## config.mk

```make
export PLATFORM = sky130hd
export DESIGN_NAME = rx_stage_buf
export DESIGN_NICKNAME = d
export VERILOG_FILES = /design/src/rtl/rx_stage_buf.sv
export SDC_FILE = /design/constraint.sdc
export NUM_CORES = 1
export LEC_CHECK = 0
export BUFFER_PORTS_ARGS = -buffer_cell sky130_fd_sc_hd__buf_2
export CORE_ASPECT_RATIO = 1.5
export CORE_MARGIN = 4
export CORE_UTILIZATION = 40
export CTS_BUF_LIST = sky130_fd_sc_hd__clkbuf_4
export CTS_CLUSTER_SIZE = 20
export DETAILED_ROUTE_END_ITERATION = 6
export HOLD_SLACK_MARGIN = 0.03
export MAX_ROUTING_LAYER = met4
export PLACE_DENSITY = 0.59
export SETUP_SLACK_MARGIN = 0.1
export SLEW_MARGIN = 15
export SYNTH_ARGS = -nofsm -noshare
export SYNTH_HDL_FRONTEND = slang
export SYNTH_SLANG_ARGS = --single-unit
```

## constraint.sdc

```tcl
create_clock -name clk -period 7.75 [get_ports clk]
set_input_delay 0.3875 -clock clk [delete_from_list [all_inputs] [get_ports clk]]
set_output_delay 0.3875 -clock clk [all_outputs]
set_load 0.005 [all_outputs]
```

## src/rtl/rx_stage_buf.sv

```systemverilog
module rx_stage_buf #(
  parameter int DEPTH = 128,
  parameter int DW    = 8,
  parameter int CNT_W = 32
) (
  input  logic             clk,
  input  logic             rst_n,
  input  logic             in_valid,
  input  logic [DW-1:0]    in_data,
  input  logic             in_last,
  input  logic             out_ready,
  input  logic             drop_clr,
  output logic             out_valid,
  output logic [DW-1:0]    out_data,
  output logic             out_last,
  output logic [CNT_W-1:0] drop_count
);
  localparam int AW = $clog2(DEPTH);
  localparam logic [AW:0] CAP = (AW+1)'(DEPTH);
  localparam logic [CNT_W-1:0] CMAX = '1;

  logic [DW:0] mem [DEPTH];
  logic [AW:0] wr_ptr, cm_ptr, rd_ptr;
  logic        dropping;

  wire [AW:0] fill  = wr_ptr - rd_ptr;
  wire        full  = (fill == CAP);
  wire        take  = in_valid && !dropping;
  wire        wr_go = take && !full;
  wire        lose  = take && full;
  wire        rd_go = out_valid && out_ready;

  assign out_valid = (rd_ptr != cm_ptr);
  assign {out_last, out_data} = mem[rd_ptr[AW-1:0]];

  always_ff @(posedge clk)
    if (wr_go) mem[wr_ptr[AW-1:0]] <= {in_last, in_data};

  always_ff @(posedge clk) begin
    if (!rst_n) begin
      wr_ptr   <= '0;
      cm_ptr   <= '0;
      rd_ptr   <= '0;
      dropping <= 1'b0;
    end else begin
      if (rd_go) rd_ptr <= rd_ptr + 1'b1;
      if (lose) begin
        wr_ptr   <= cm_ptr;
        dropping <= !in_last;
      end else if (wr_go) begin
        wr_ptr <= wr_ptr + 1'b1;
        if (in_last) cm_ptr <= wr_ptr + 1'b1;
      end else if (in_valid && dropping && in_last) begin
        dropping <= 1'b0;
      end
    end
  end

  always_ff @(posedge clk) begin
    if (!rst_n)
      drop_count <= '0;
    else if (drop_clr)
      drop_count <= {{(CNT_W-1){1'b0}}, lose};
    else if (lose && drop_count != CMAX)
      drop_count <= drop_count + 1'b1;
  end

  AST_NO_OVERFLOW: assert property (@(posedge clk) disable iff (!rst_n) fill <= CAP);
  AST_HOLD_OUT: assert property (@(posedge clk) disable iff (!rst_n)
    out_valid && !out_ready |=> out_valid && $stable(out_data) && $stable(out_last));
  AST_CNT_SAT: assert property (@(posedge clk) disable iff (!rst_n)
    drop_count == CMAX && !drop_clr |=> drop_count == CMAX);
  AST_CNT_STEP: assert property (@(posedge clk) disable iff (!rst_n)
    !drop_clr |=> drop_count == $past(drop_count) || drop_count == $past(drop_count) + 1'b1);
  AST_CNT_CLR: assert property (@(posedge clk) disable iff (!rst_n)
    drop_clr |=> drop_count <= CNT_W'(1));
endmodule

```

Word level (Yosys, flattened, before mapping):

Memories as Yosys holds them, arrays and structs flattened. A register that Yosys moved wholly into a read port is not among the register bits.
Cells that the tools add are included.

* bits in registers: 57
* memory bits (writable): 1152
* input bits: 14
* output and inout port bits: 42
* word-level logic and storage cells: 44
* memories: 1

* add/subtract/negate cells: 4
* eq/ne operators: 4
* mux-type cells: 11
* bitwise gates (word level): 2
* reductions and logical operators: 16

Memories
* mem: words 128, bits a word 9, rd ports 1, clocked after Yosys merged registers in 1, wr ports 1, RTL line 22 `logic [DW:0] mem [DEPTH];`

Operators with widths (count)
* $add A32 B1 Y32 const B: 1
* $ne A32 B32 Y1 const B: 1
* $add A8 B1 Y8 const B: 2
* $mux W8: 2
* $mux W7: 2
* $eq A8 B8 Y1 const B: 1
* $ne A8 B8 Y1: 1
* $sub A8 B8 Y8: 1
* $logic_and A1 B1 Y1: 7
* $mux W1: 7
* $reduce_bool A2 Y1: 3
* $logic_not A1 Y1: 3
* $reduce_and A3 Y1: 1
* $ne A2 B1 Y1 const B: 1
* $not A1 Y1: 2
* $reduce_and A2 Y1: 1
* $reduce_or A2 Y1: 1

Logic depth before layout (Yosys ltp):

Gate-level depths: netlist of run 1.

* word-level depth: 6
* gate-level depth with buffers: 12
* gate-level depth less buffers: 9

Least setup slack after synthesis of run 1:

OpenSTA, ideal clock, no wires.

* kind: reg-to-reg
* start point: register rd_ptr[1]
* end point: memory mem[64][0] in the netlist's numbering (enable)
* setup time: 0.399 ns
* arrival time: 3.158 ns
* data required time: 7.351 ns
* path slack: 4.193 ns
* cell stages (with the launch flop): 11
* buffers on the path: 1
* clock period less this slack: 3.557 ns
* cells stage by stage: dfxtp_1 inv_1 ha_1 nor2b_4 o21a_4 o21a_1 o31a_1 o211ai_2 clkbuf_1 nand2_1 nor4_1

* cells in the longest elaborated chain, start to end: 6

Ends and longest elaborated chain
* start, declared: RTL line 23 `logic [AW:0] wr_ptr, cm_ptr, rd_ptr;`
* start signal, assigned: RTL line 46 `if (rd_go) rd_ptr <= rd_ptr + 1'b1;`
* $sub A8 B8 Y8: RTL line 26 `wire [AW:0] fill = wr_ptr - rd_ptr;`
* $eq A8 B8 Y1: RTL line 27 `wire full = (fill == CAP);`
* $logic_not A1 Y1: RTL line 29 `wire wr_go = take && !full;`
* $logic_and A1 B1 Y1: RTL line 29
* $mux W1: RTL line 37 `if (wr_go) mem[wr_ptr[AW-1:0]] <= {in_last, in_data};`
* $mux W1 (implied by the code): RTL line 37
* end, declared: RTL line 22

No other way between the ends.

==> metrics.json, run 1 <==
{
  "areaGrowthSynthToFinish_pct": 11.58,
  "async_reset_ff_share_pct": 0,
  "finish.instance_area_um2": 53360,
  "ioPinCount": 56,
  "synth-seq-cells": 1216,
  "detail_route.drc_violations": 0,
  "clock-sinks": 1216,
  "synth_compound_gate_area_share_pct": 3.202,
  "edff_count_synth": 1152,
  "grt_max_degree": 141,
  "final_nets": 2646,
  "dominantRegCellSynth": "sky130_fd_sc_hd__edfxtp_1",
  "avgViaCountPerCell": 5.622,
  "globalRouteOverflowTotal": 0,
  "clk-insertion-delay-late_ns": 1.19,
  "htree_levels": 5,
  "final_max_slew_viol_count": 0,
  "timing.critical_path.slowest_cell_delay_ns": 1.05,
  "post_synth_xor_area_fraction_pct": 0.3480,
  "yosysTopAreaCellShare_pct": 72.34,
  "max-cap-violations": 0,
  "netlist-cell-type-count": 54,
  "cp_cell_sequence": "buf_4 > nor2b_1 > a221oi_1 > nor2_1 > o221a_2 > nand3_1 > o31ai_1 > buf_2",
  "worst_ep_arrival_time_ns": 5.25,
  "routabilityCongestion": 0.9222,
  "synth.cell_area_um2": 47820,
  "cts.reportedPaths.clkPinSlew_ns": 0.06,
  "routed_wirelength_mm": 117.3,
  "drtPass1Iterations": 6,
  "initial_core_util_pct": 40.23,
  "ctsResizeCount": 0,
  "timing_hold_violations_final": 0,
  "fp.dieW_um": 290.3,
  "synth_top_family_by_area": "multiplexers",
  "power_per_cell_area_nw_per_um2": 261.3,
  "final_layout_size_suffix_gt1_share_pct": 29.76,
  "fin_skew_ns": 0.06005,
  "placed_area_um2": 49870,
  "initialDrtViolationCount": 2203,
  "share_of_the_core_filled_with_cells_pct": 44.88,
  "critPathCaptureType": "output pin",
  "start_kind": "flip-flop",
  "transition_time_at_the_pin_with_the_least_slew_margin_ns": 1.239,
  "critical_path.slowest_cell": "sky130_fd_sc_hd__nor2b_1",
  "grt_setup_unrepaired": "no",
  "cts-hold-fix-buffers": 19,
  "die_height_um": 431.5,
  "routed_wire_length_per_instance_um": 26.78,
  "muxShareOfSynthArea_pct": 16.05,
  "critPathKind": "reg2out",
  "antenna_found_initial": 2,
  "final_period_minus_worst_setup_slack_ns": 5.636,
  "vias": 24632,
  "worst-path-max-fanout": 47,
  "rows": 155,
  "avgSynthCellArea_um2": 20.21,
  "postCtsSetupRepairBufs": 0,
  "count_leader_synth": "sky130_fd_sc_hd__edfxtp_1",
  "fmaxAchievable_mhz": 177.4,
  "path_buf_inv": 2,
  "detailedPlacementHpwl_mm": 71.53,
  "portBuffers": 55,
  "post_synth_inst_count": 2366,
  "clk_root_buffer_cell": "sky130_fd_sc_hd__clkbuf_4",
  "mappedNetlistNets": 2390,
  "worstHoldPathType": "in2reg",
  "synth-adder-area-share_pct": 0.2616,
  "first_global_vias": 26259,
  "cts_made_buffers": 284,
  "cp.required_ns": 7.36,
  "synth-simple-area-share_pct": 3.833,
  "synth_area_leader_cell": "sky130_fd_sc_hd__edfxtp_1",
  "core_region_area_um2": 118900,
  "clk_path_buf_depth": 4,
  "synth_area_leaders": "sky130_fd_sc_hd__edfxtp_1, sky130_fd_sc_hd__mux4_2, sky130_fd_sc_hd__dfxtp_1, sky130_fd_sc_hd__nor2_1, sky130_fd_sc_hd__mux2i_1",
  "cts_tree": "built",
  "final-setup-viol-count": 0,
  "static-leakage-power_nw": 16.14,
  "timing.setup.tns_ns": 0,
  "min_period_over_period_pct": 72.72,
  "synth_common_cells": "sky130_fd_sc_hd__edfxtp_1, sky130_fd_sc_hd__mux4_2, sky130_fd_sc_hd__nor2_1, sky130_fd_sc_hd__o21ai_0, sky130_fd_sc_hd__clkbuf_1",
  "synth_sequential_area_ratio_pct": 75.01,
  "power.ir.vdd_worst_mv": 0.1990,
  "cpLargestDelayFamily": "simple AND/OR/NAND/NOR gates",
  "status": "finished clean",
  "fin_worst_hold_slack_ns": 0.2731,
  "die_area_um2": 125300,
  "ys_warns": 0,
  "global_route_wire_length_before_repair_mm": 172.2,
  "drt.antenna.violating_nets": 0,
  "slew-limit-headroom_pct": 17.23,
  "global_route.usage.total_pct": 19.23
}
==> sequential cells by signal, indices dropped and copies added (netlist names), named ones only <==
register	cells
cm_ptr	8
drop_count	32
dropping	1
mem	1152
rd_ptr	8
wr_ptr	8
==> report_power, final <==
part	switching, mW	internal (mW)
registers	0.0611	7.21
clock network	2.43	2.37
logic	1.01	0.856
total	3.50	10.4
==> metrics by stage <==
step	worst slack, ns	instances	power (mW)
3_5_place_dp	2.944	3887	9.322
3_3_place_gp	3.011	3887	9.300
4_1_cts	2.081	4376	14.13
2_1_floorplan	4.193	2366	8.672
6_report	2.114	4381	13.94
5_1_grt	1.833	4381	14.57
==> layout by cell type (no fill, tap or decap), types with 10 or more instances in the layout <==
master and n:
sky130_fd_sc_hd__or3_1 11, sky130_fd_sc_hd__a21oi_1 33, sky130_fd_sc_hd__o31ai_1 24, sky130_fd_sc_hd__mux4_2 315, sky130_fd_sc_hd__and3_1 10, sky130_fd_sc_hd__dlygate4sd3_1 19, sky130_fd_sc_hd__or4_1 18, sky130_fd_sc_hd__nor2_1 159
sky130_fd_sc_hd__a221oi_1 46, sky130_fd_sc_hd__nand3_1 35, sky130_fd_sc_hd__inv_1 14, sky130_fd_sc_hd__dfxtp_1 60, sky130_fd_sc_hd__clkinv_2 20, sky130_fd_sc_hd__clkbuf_4 378, sky130_fd_sc_hd__xor2_1 10, sky130_fd_sc_hd__buf_2 46
sky130_fd_sc_hd__edfxtp_1 1152, sky130_fd_sc_hd__o21ai_0 67, sky130_fd_sc_hd__nand2_1 61, sky130_fd_sc_hd__clkinv_1 67, sky130_fd_sc_hd__mux2i_1 58, sky130_fd_sc_hd__buf_4 38, sky130_fd_sc_hd__ha_1 10, sky130_fd_sc_hd__nor4_1 10
sky130_fd_sc_hd__nand4_1 18
==> cell type report <==
| cell class | count | area, um2 |
|---|---|---|
| Clock inverter | 92 | 449.2 |
| Sequential cell | 1216 | 35890 |
| Inverter | 14 | 52.55 |
| Multi-Input combinational cell | 999 | 11370 |
| Clock buffer | 378 | 2838 |
| Fill cell | 10153 | 65520 |
| Timing Repair Buffer | 107 | 785.8 |
| Antenna cell | 5 | 12.51 |
| Tap cell | 1570 | 1964 |
==> worst min-delay path, cell delays in order <==
cell and delay, ns:
sky130_fd_sc_hd__dlygate4sd3_1 0.52, sky130_fd_sc_hd__buf_2 0.14, sky130_fd_sc_hd__nand2_1 0.14, sky130_fd_sc_hd__nand2_1 0.10, sky130_fd_sc_hd__a21oi_1 0.07
==> worst paths after layout <==
kind,from,endpoint,slack [ns],cells past startpoint
worst max register to register,wr_ptr[5],mem[61][7],2.80,9
worst max-delay path,flip-flop,out_data[6],2.11,8
worst min-delay path,out_ready,flip-flop,0.27,5
worst min register to register,drop_count[1],drop_count[1],0.49,2
==> cell families (layout without fill, tap and decap cells) <==
group / count (synthesis) / in the layout
flip-flops: 1216 / 1216
other: 0 / 5
AND/OR/NAND/NOR: 380 / 380
AO/OA/AOI/OAI: 217 / 217
XOR/XNOR: 19 / 19
adder cells (fa/ha/maj): 10 / 10
multiplexers: 373 / 373
buffers and inverters: 151 / 591
==> per-layer routing <==
metal | share of wire, % | global-route usage [%]
met4 | 4.9 | 9.841
met2 | 53 | 32.90
met1 | 37 | 21.76
met5 | 0 | -
met3 | 5.2 | 3.486
No activity file was read; power rests on OpenSTA's default activity.
==> run 2, diff against run 1 <==
--- a/config.mk
+++ b/config.mk
@@ -5,6 +5,7 @@
 export SDC_FILE = /design/constraint.sdc
 export NUM_CORES = 1
 export LEC_CHECK = 0
+export ABC_AREA = 1
 export BUFFER_PORTS_ARGS = -buffer_cell sky130_fd_sc_hd__buf_2
 export CORE_ASPECT_RATIO = 1.5
 export CORE_MARGIN = 4
@@ -14,7 +15,7 @@
 export DETAILED_ROUTE_END_ITERATION = 6
 export HOLD_SLACK_MARGIN = 0.03
 export MAX_ROUTING_LAYER = met4
-export PLACE_DENSITY = 0.59
+export PLACE_DENSITY = 0.61
 export SETUP_SLACK_MARGIN = 0.1
 export SLEW_MARGIN = 15
 export SYNTH_ARGS = -nofsm -noshare
==> constraint.sdc (replaced) <==
create_clock -name clk -period 5 [get_ports clk]
set_input_delay 0.25 -clock clk [delete_from_list [all_inputs] [get_ports clk]]
set_output_delay 0.25 -clock clk [all_outputs]
set_load 0.005 [all_outputs]
==> run 2 against run 1 <==
Compared with the run above: synthesized area is 6.3% higher; first-iteration DRC count rose by 46%; sequential power rose by 54%; clock skew grew 0.032 ns; global-route usage rose by 2.6 points; routed wire length rose by 22%; setup slack got worse by 1.8 ns; clock power grew 63%; total power grew 56%; utilization is 0.18 points lower; largest power group unchanged.
==> metrics.json, run 2 <==
{
  "status": {"value": "finished clean", "change": "unchanged"},
  "critPathKind": {"value": "reg2out", "change": "unchanged"},
  "first_global_vias": {"value": 34915, "change": "was 26259"},
  "die_height": {"value": 444.7, "unit": "um", "change": "was 431.5 um"},
  "r2r_start": {"value": "wr_ptr[0]", "change": "was wr_ptr[5]"},
  "start_kind": {"value": "flip-flop", "change": "unchanged"},
  "synth_area_leaders": {"value": "sky130_fd_sc_hd__edfxtp_1, sky130_fd_sc_hd__nand3_1, sky130_fd_sc_hd__nand2_1, sky130_fd_sc_hd__dfxtp_1, sky130_fd_sc_hd__nor2_1", "change": "was sky130_fd_sc_hd__edfxtp_1, sky130_fd_sc_hd__mux4_2, sky130_fd_sc_hd__dfxtp_1, sky130_fd_sc_hd__nor2_1, sky130_fd_sc_hd__mux2i_1"},
  "pwr-share-comb": {"value": 12.3, "unit": "%", "change": "was 13.4%"},
  "routed_wirelength": {"value": 142.7, "unit": "mm", "change": "was 117.3 mm"},
  "synth_sequential_area_ratio": {"value": 70.54, "unit": "%", "change": "was 75.01%"},
  "p_sw": {"value": 5.868, "unit": "mW", "change": "was 3.503 mW"},
  "min_path_cells": {"value": 8, "change": "was 5"},
  "clk-insertion-delay-late": {"value": 1.24, "unit": "ns", "change": "was 1.19 ns"},
  "mappedNetlistNets": {"value": 4638, "change": "was 2390"},
  "worst_setup_slack_for_register_to_register_paths": {"value": 0.97, "unit": "ns", "change": "was 2.80 ns"},
  "power_per_cell_area": {"value": 383.7, "unit": "nW/um2", "change": "was 261.3 nW/um2"},
  "final_nets": {"value": 4794, "change": "was 2646"},
  "synth.cell_area": {"value": 50850, "unit": "um2", "change": "was 47820 um2"},
  "hold_path.startpoint": {"value": "in_valid", "change": "was out_ready"},
  "worst-path-max-fanout": {"value": 96, "change": "was 47"},
  "ys_warns": {"value": 0, "change": "unchanged"},
  "grt_max_degree": {"value": 190, "change": "was 141"},
  "timing.critical_path.slowest_cell_delay": {"value": 0.57, "unit": "ns", "change": "was 1.05 ns"},
  "cts_tree": {"value": "built", "change": "unchanged"},
  "htree_levels": {"value": 5, "change": "unchanged"},
  "ioPinCount": {"value": 56, "change": "unchanged"},
  "detail_route.drc_violations": {"value": 0, "change": "unchanged"},
  "die_area": {"value": 133000, "unit": "um2", "change": "was 125300 um2"},
  "static-leakage-power": {"value": 20.20, "unit": "nW", "change": "was 16.14 nW"},
  "avgSynthCellArea": {"value": 11.02, "unit": "um2", "change": "was 20.21 um2"},
  "cp.required": {"value": 4.75, "unit": "ns", "change": "was 7.36 ns"},
  "async_reset_ff_share": {"value": 0, "unit": "%", "change": "unchanged"},
  "vias": {"value": 35557, "change": "was 24632"},
  "power.ir.vdd_worst": {"value": 0.2380, "unit": "mV", "change": "was 0.1990 mV"},
  "final_layout_size_suffix_gt1_share": {"value": 11.46, "unit": "%", "change": "was 29.76%"},
  "core_region_area": {"value": 126500, "unit": "um2", "change": "was 118900 um2"},
  "worstHoldPathType": {"value": "in2reg", "change": "unchanged"},
  "path_buf_inv": {"value": 4, "change": "was 2"},
  "count_leader_synth": {"value": "sky130_fd_sc_hd__nand2_1", "change": "was sky130_fd_sc_hd__edfxtp_1"},
  "critical_path.slowest_cell": {"value": "sky130_fd_sc_hd__inv_8", "change": "was sky130_fd_sc_hd__nor2b_1"},
  "share_of_total_power_consumed_by_net_switching": {"value": 27.04, "unit": "%", "change": "was 25.12%"},
  "synth_area_leader_cell": {"value": "sky130_fd_sc_hd__edfxtp_1", "change": "unchanged"},
  "fmaxAchievable_mhz": 213.6,
  "areaGrowthSynthToFinish": {"value": 11.23, "unit": "%", "change": "was 11.58%"},
  "final_max_slew_viol_count": {"value": 0, "change": "unchanged"},
  "dominantRegCellSynth": {"value": "sky130_fd_sc_hd__edfxtp_1", "change": "unchanged"},
  "seq_power_share": {"value": 51.7, "unit": "%", "change": "was 52.2%"},
  "cp_cell_sequence": {"value": "inv_8 > buf_4 > buf_4 > nand3_1 > nand3_1 > nand3_1 > nand2_1 > nand2_1 > nand3_1 > o21ai_0 > nand2_1 > nand2_1 > buf_2", "change": "was buf_4 > nor2b_1 > a221oi_1 > nor2_1 > o221a_2 > nand3_1 > o31ai_1 > buf_2"},
  "detailedPlacementHpwl": {"value": 83.28, "unit": "mm", "change": "was 71.53 mm"},
  "layout.cells.most_common": {"value": "sky130_fd_sc_hd__nand2_1", "change": "was sky130_fd_sc_hd__edfxtp_1"},
  "slew-limit-headroom": {"value": 26.57, "unit": "%", "change": "was 17.23%"},
  "postCtsSetupRepairBufs": {"value": 0, "change": "unchanged"},
  "fin_skew": {"value": 0.09184, "unit": "ns", "change": "was 0.06005 ns"},
  "mostFrequentLayoutCells": {"value": "sky130_fd_sc_hd__nand2_1, sky130_fd_sc_hd__edfxtp_1, sky130_fd_sc_hd__nand3_1, sky130_fd_sc_hd__clkbuf_4, sky130_fd_sc_hd__nor2_1", "change": "was sky130_fd_sc_hd__edfxtp_1, sky130_fd_sc_hd__clkbuf_4, sky130_fd_sc_hd__mux4_2, sky130_fd_sc_hd__nor2_1"},
  "cpLargestDelayFamily": {"value": "buffers and inverters", "change": "was simple AND/OR/NAND/NOR gates"},
  "netlist-cell-type-count": {"value": 33, "change": "was 54"},
  "synth-seq-cells": {"value": 1216, "change": "unchanged"},
  "routed_wire_length_per_instance": {"value": 21.41, "unit": "um", "change": "was 26.78 um"},
  "post_synth_inst_count": {"value": 4614, "change": "was 2366"},
  "synth_common_cells": {"value": "sky130_fd_sc_hd__nand2_1, sky130_fd_sc_hd__edfxtp_1, sky130_fd_sc_hd__nand3_1, sky130_fd_sc_hd__nor2_1, sky130_fd_sc_hd__clkbuf_1", "change": "was sky130_fd_sc_hd__edfxtp_1, sky130_fd_sc_hd__mux4_2, sky130_fd_sc_hd__nor2_1, sky130_fd_sc_hd__o21ai_0, sky130_fd_sc_hd__clkbuf_1"},
  "yosysTopAreaCellShare": {"value": 68.02, "unit": "%", "change": "was 72.34%"},
  "globalRouteOverflowTotal": {"value": 0, "change": "unchanged"},
  "cts.reportedPaths.clkPinSlew": {"value": 0.07, "unit": "ns", "change": "was 0.06 ns"},
  "setup_ws": {"value": 0.3180, "unit": "ns", "change": "was 2.114 ns"},
  "transition_time_at_the_pin_with_the_least_slew_margin": {"value": 1.098, "unit": "ns", "change": "was 1.239 ns"},
  "max-cap-violations": {"value": 0, "change": "unchanged"},
  "final_period_minus_worst_setup_slack_ns": 4.682,
  "share_of_the_core_filled_with_cells": {"value": 44.71, "unit": "%", "change": "was 44.88%"},
  "min_period_over_period_pct": 93.64,
  "regToRegEndpoint": {"value": "mem[27][2]", "change": "was mem[61][7]"},
  "final-setup-viol-count": {"value": 0, "change": "unchanged"},
  "pre_cts_ws": {"value": 1.047, "unit": "ns", "change": "was 2.944 ns"},
  "total_power": {"value": 21.70, "unit": "mW", "change": "was 13.94 mW"},
  "reg2reg_depth": {"value": 16, "change": "was 9"},
  "whs_endpoint": "wr_ptr[0]",
  "clockPowerShare": {"value": 36.0, "unit": "%", "change": "was 34.4%"},
  "clock-sinks": {"value": 1216, "change": "unchanged"},
  "multiInputGateArea": {"value": 13300, "unit": "um2", "change": "was 11370 um2"},
  "drtPass1Iterations": {"value": 6, "change": "unchanged"},
  "timing_hold_violations_final": {"value": 0, "change": "unchanged"},
  "edff_count_synth": {"value": 1152, "change": "unchanged"},
  "timing.setup.tns": {"value": 0, "unit": "ns", "change": "unchanged"},
  "drt.antenna.violating_nets": {"value": 0, "change": "unchanged"},
  "internal-power": {"value": 15.83, "unit": "mW", "change": "was 10.44 mW"},
  "global_route.usage.total": {"value": 21.79, "unit": "%", "change": "was 19.23%"},
  "global_route_wire_length_before_repair": {"value": 213.4, "unit": "mm", "change": "was 172.2 mm"},
  "layout.area.seq": {"value": 35890, "unit": "um2", "change": "about the same"},
  "routabilityCongestion": {"value": 0.9245, "change": "was 0.9222"},
  "portBuffers": {"value": 55, "change": "unchanged"},
  "largest_reg_flops": {"value": 1152, "change": "unchanged"},
  "antenna_found_initial": {"value": 3, "change": "was 2"},
  "fin_worst_hold_slack": {"value": 0.1388, "unit": "ns", "change": "was 0.2731 ns"},
  "fp.dieW": {"value": 299.1, "unit": "um", "change": "was 290.3 um"},
  "avgViaCountPerCell": {"value": 5.336, "change": "was 5.622"},
  "cts_made_buffers": {"value": 289, "change": "was 284"},
  "filler_cell_count": {"value": 11995, "change": "was 10153"},
  "rows": {"value": 160, "change": "was 155"},
  "clk_path_buf_depth": {"value": 4, "change": "unchanged"},
  "grt_setup_unrepaired": {"value": "no", "change": "unchanged"},
  "worst_ep_arrival_time": {"value": 4.43, "unit": "ns", "change": "was 5.25 ns"},
  "initial_core_util": {"value": 40.19, "unit": "%", "change": "was 40.23%"},
  "clk_root_buffer_cell": {"value": "sky130_fd_sc_hd__clkbuf_4", "change": "unchanged"},
  "initialDrtViolationCount": {"value": 3219, "change": "was 2203"},
  "critPathCaptureType": {"value": "output pin", "change": "unchanged"}
}
==> run 2: cell types whose count changed in the layout (fill, tap and decap cells not counted), sizes merged, moves of 46 or more <==
| cell | before | now |
|---|---|---|
| nand2 | 61 | 1459 |
| nand3 | 37 | 1115 |
| mux4 | 315 | 0 |
| inv | 16 | 120 |
| mux2i | 58 | 0 |
| nor2 | 161 | 218 |
| a221oi | 46 | 0 |
==> run 2: final cells by class <==
cell class / count / area share [%]
diodes: 7 / 0.03097
clock buffers: 391 / 5.189
clock inverters: 85 / 0.9246
inverters: 119 / 0.8339
multi-input cells: 2999 / 23.51
flip-flops and latches: 1216 / 63.44
well taps: 1701 / 3.762
repair buffers: 145 / 2.305
==> run 2: logic make-up (layout without fill, tap and decap cells) <==
logic type	Yosys count	count (layout)	share of synthesized area [%]
and+or+nand+nor	2872	2872	24.53
DFF	1216	1216	70.54
buffers and inverters	399	740	3.317
AOI/OAI and AO/OA	89	89	0.8808
xor gates and xnor gates	28	28	0.4822
adders and majority gates	10	10	0.2460
other	0	7	0
==> run 2: through the flow <==
stage          instances  cell area (um2)
2_1_floorplan       4614            50850
3_3_place_gp        6157            52850
3_5_place_dp        6157            52850
4_1_cts             6656            56540
5_1_grt             6662            56560
6_report            6663            56570
==> run 2: power groups by stage <==
stage	sequential, mW	clock, mW	combinational (mW)
2_1_floorplan	11.4	0	1.66
3_3_place_gp	11.5	0	2.63
3_5_place_dp	11.5	0	2.64
4_1_cts	11.2	7.99	2.66
5_1_grt	11.2	8.53	2.91
6_report	11.2	7.81	2.66
==> run 2: tightest hold or removal path, delay by kind of cell <==
family	cells	cell delay, ns
buffers and inverters	4	0.79
AND/OR/NAND/NOR	4	0.30
==> run 2: layer usage <==
metal,routed length [um],vias to the layer above,track usage (%)
met5,0,-,-
met4,6725,0,10.35
met2,72440,1442,36.87
li1,-,16629,-
met1,54350,17118,25.25
met3,9142,368,3.873
==> run 2: worst max path at each step <==
stage | slack [ns] | cells after the start | end | start
after CTS | 0.11 | 13 | out_data[7] | flip-flop
after floorplan | 2.14 | 17 | mem[106][0] | wr_ptr[0]
final | 0.32 | 13 | out_data[6] | flip-flop
after global placement | 1.16 | 16 | mem[99][7] | wr_ptr[0]
after detailed placement | 1.05 | 16 | mem[27][4] | wr_ptr[0]
after global routing | 0.12 | 13 | out_data[6] | flip-flop
==> run 2: timing repair <==
action                                   CTS  global route
gates resized for setup                    0             2
endpoints found under the setup margin     0             8
endpoints found under the hold margin   1382             0
hold buffers                              23             0
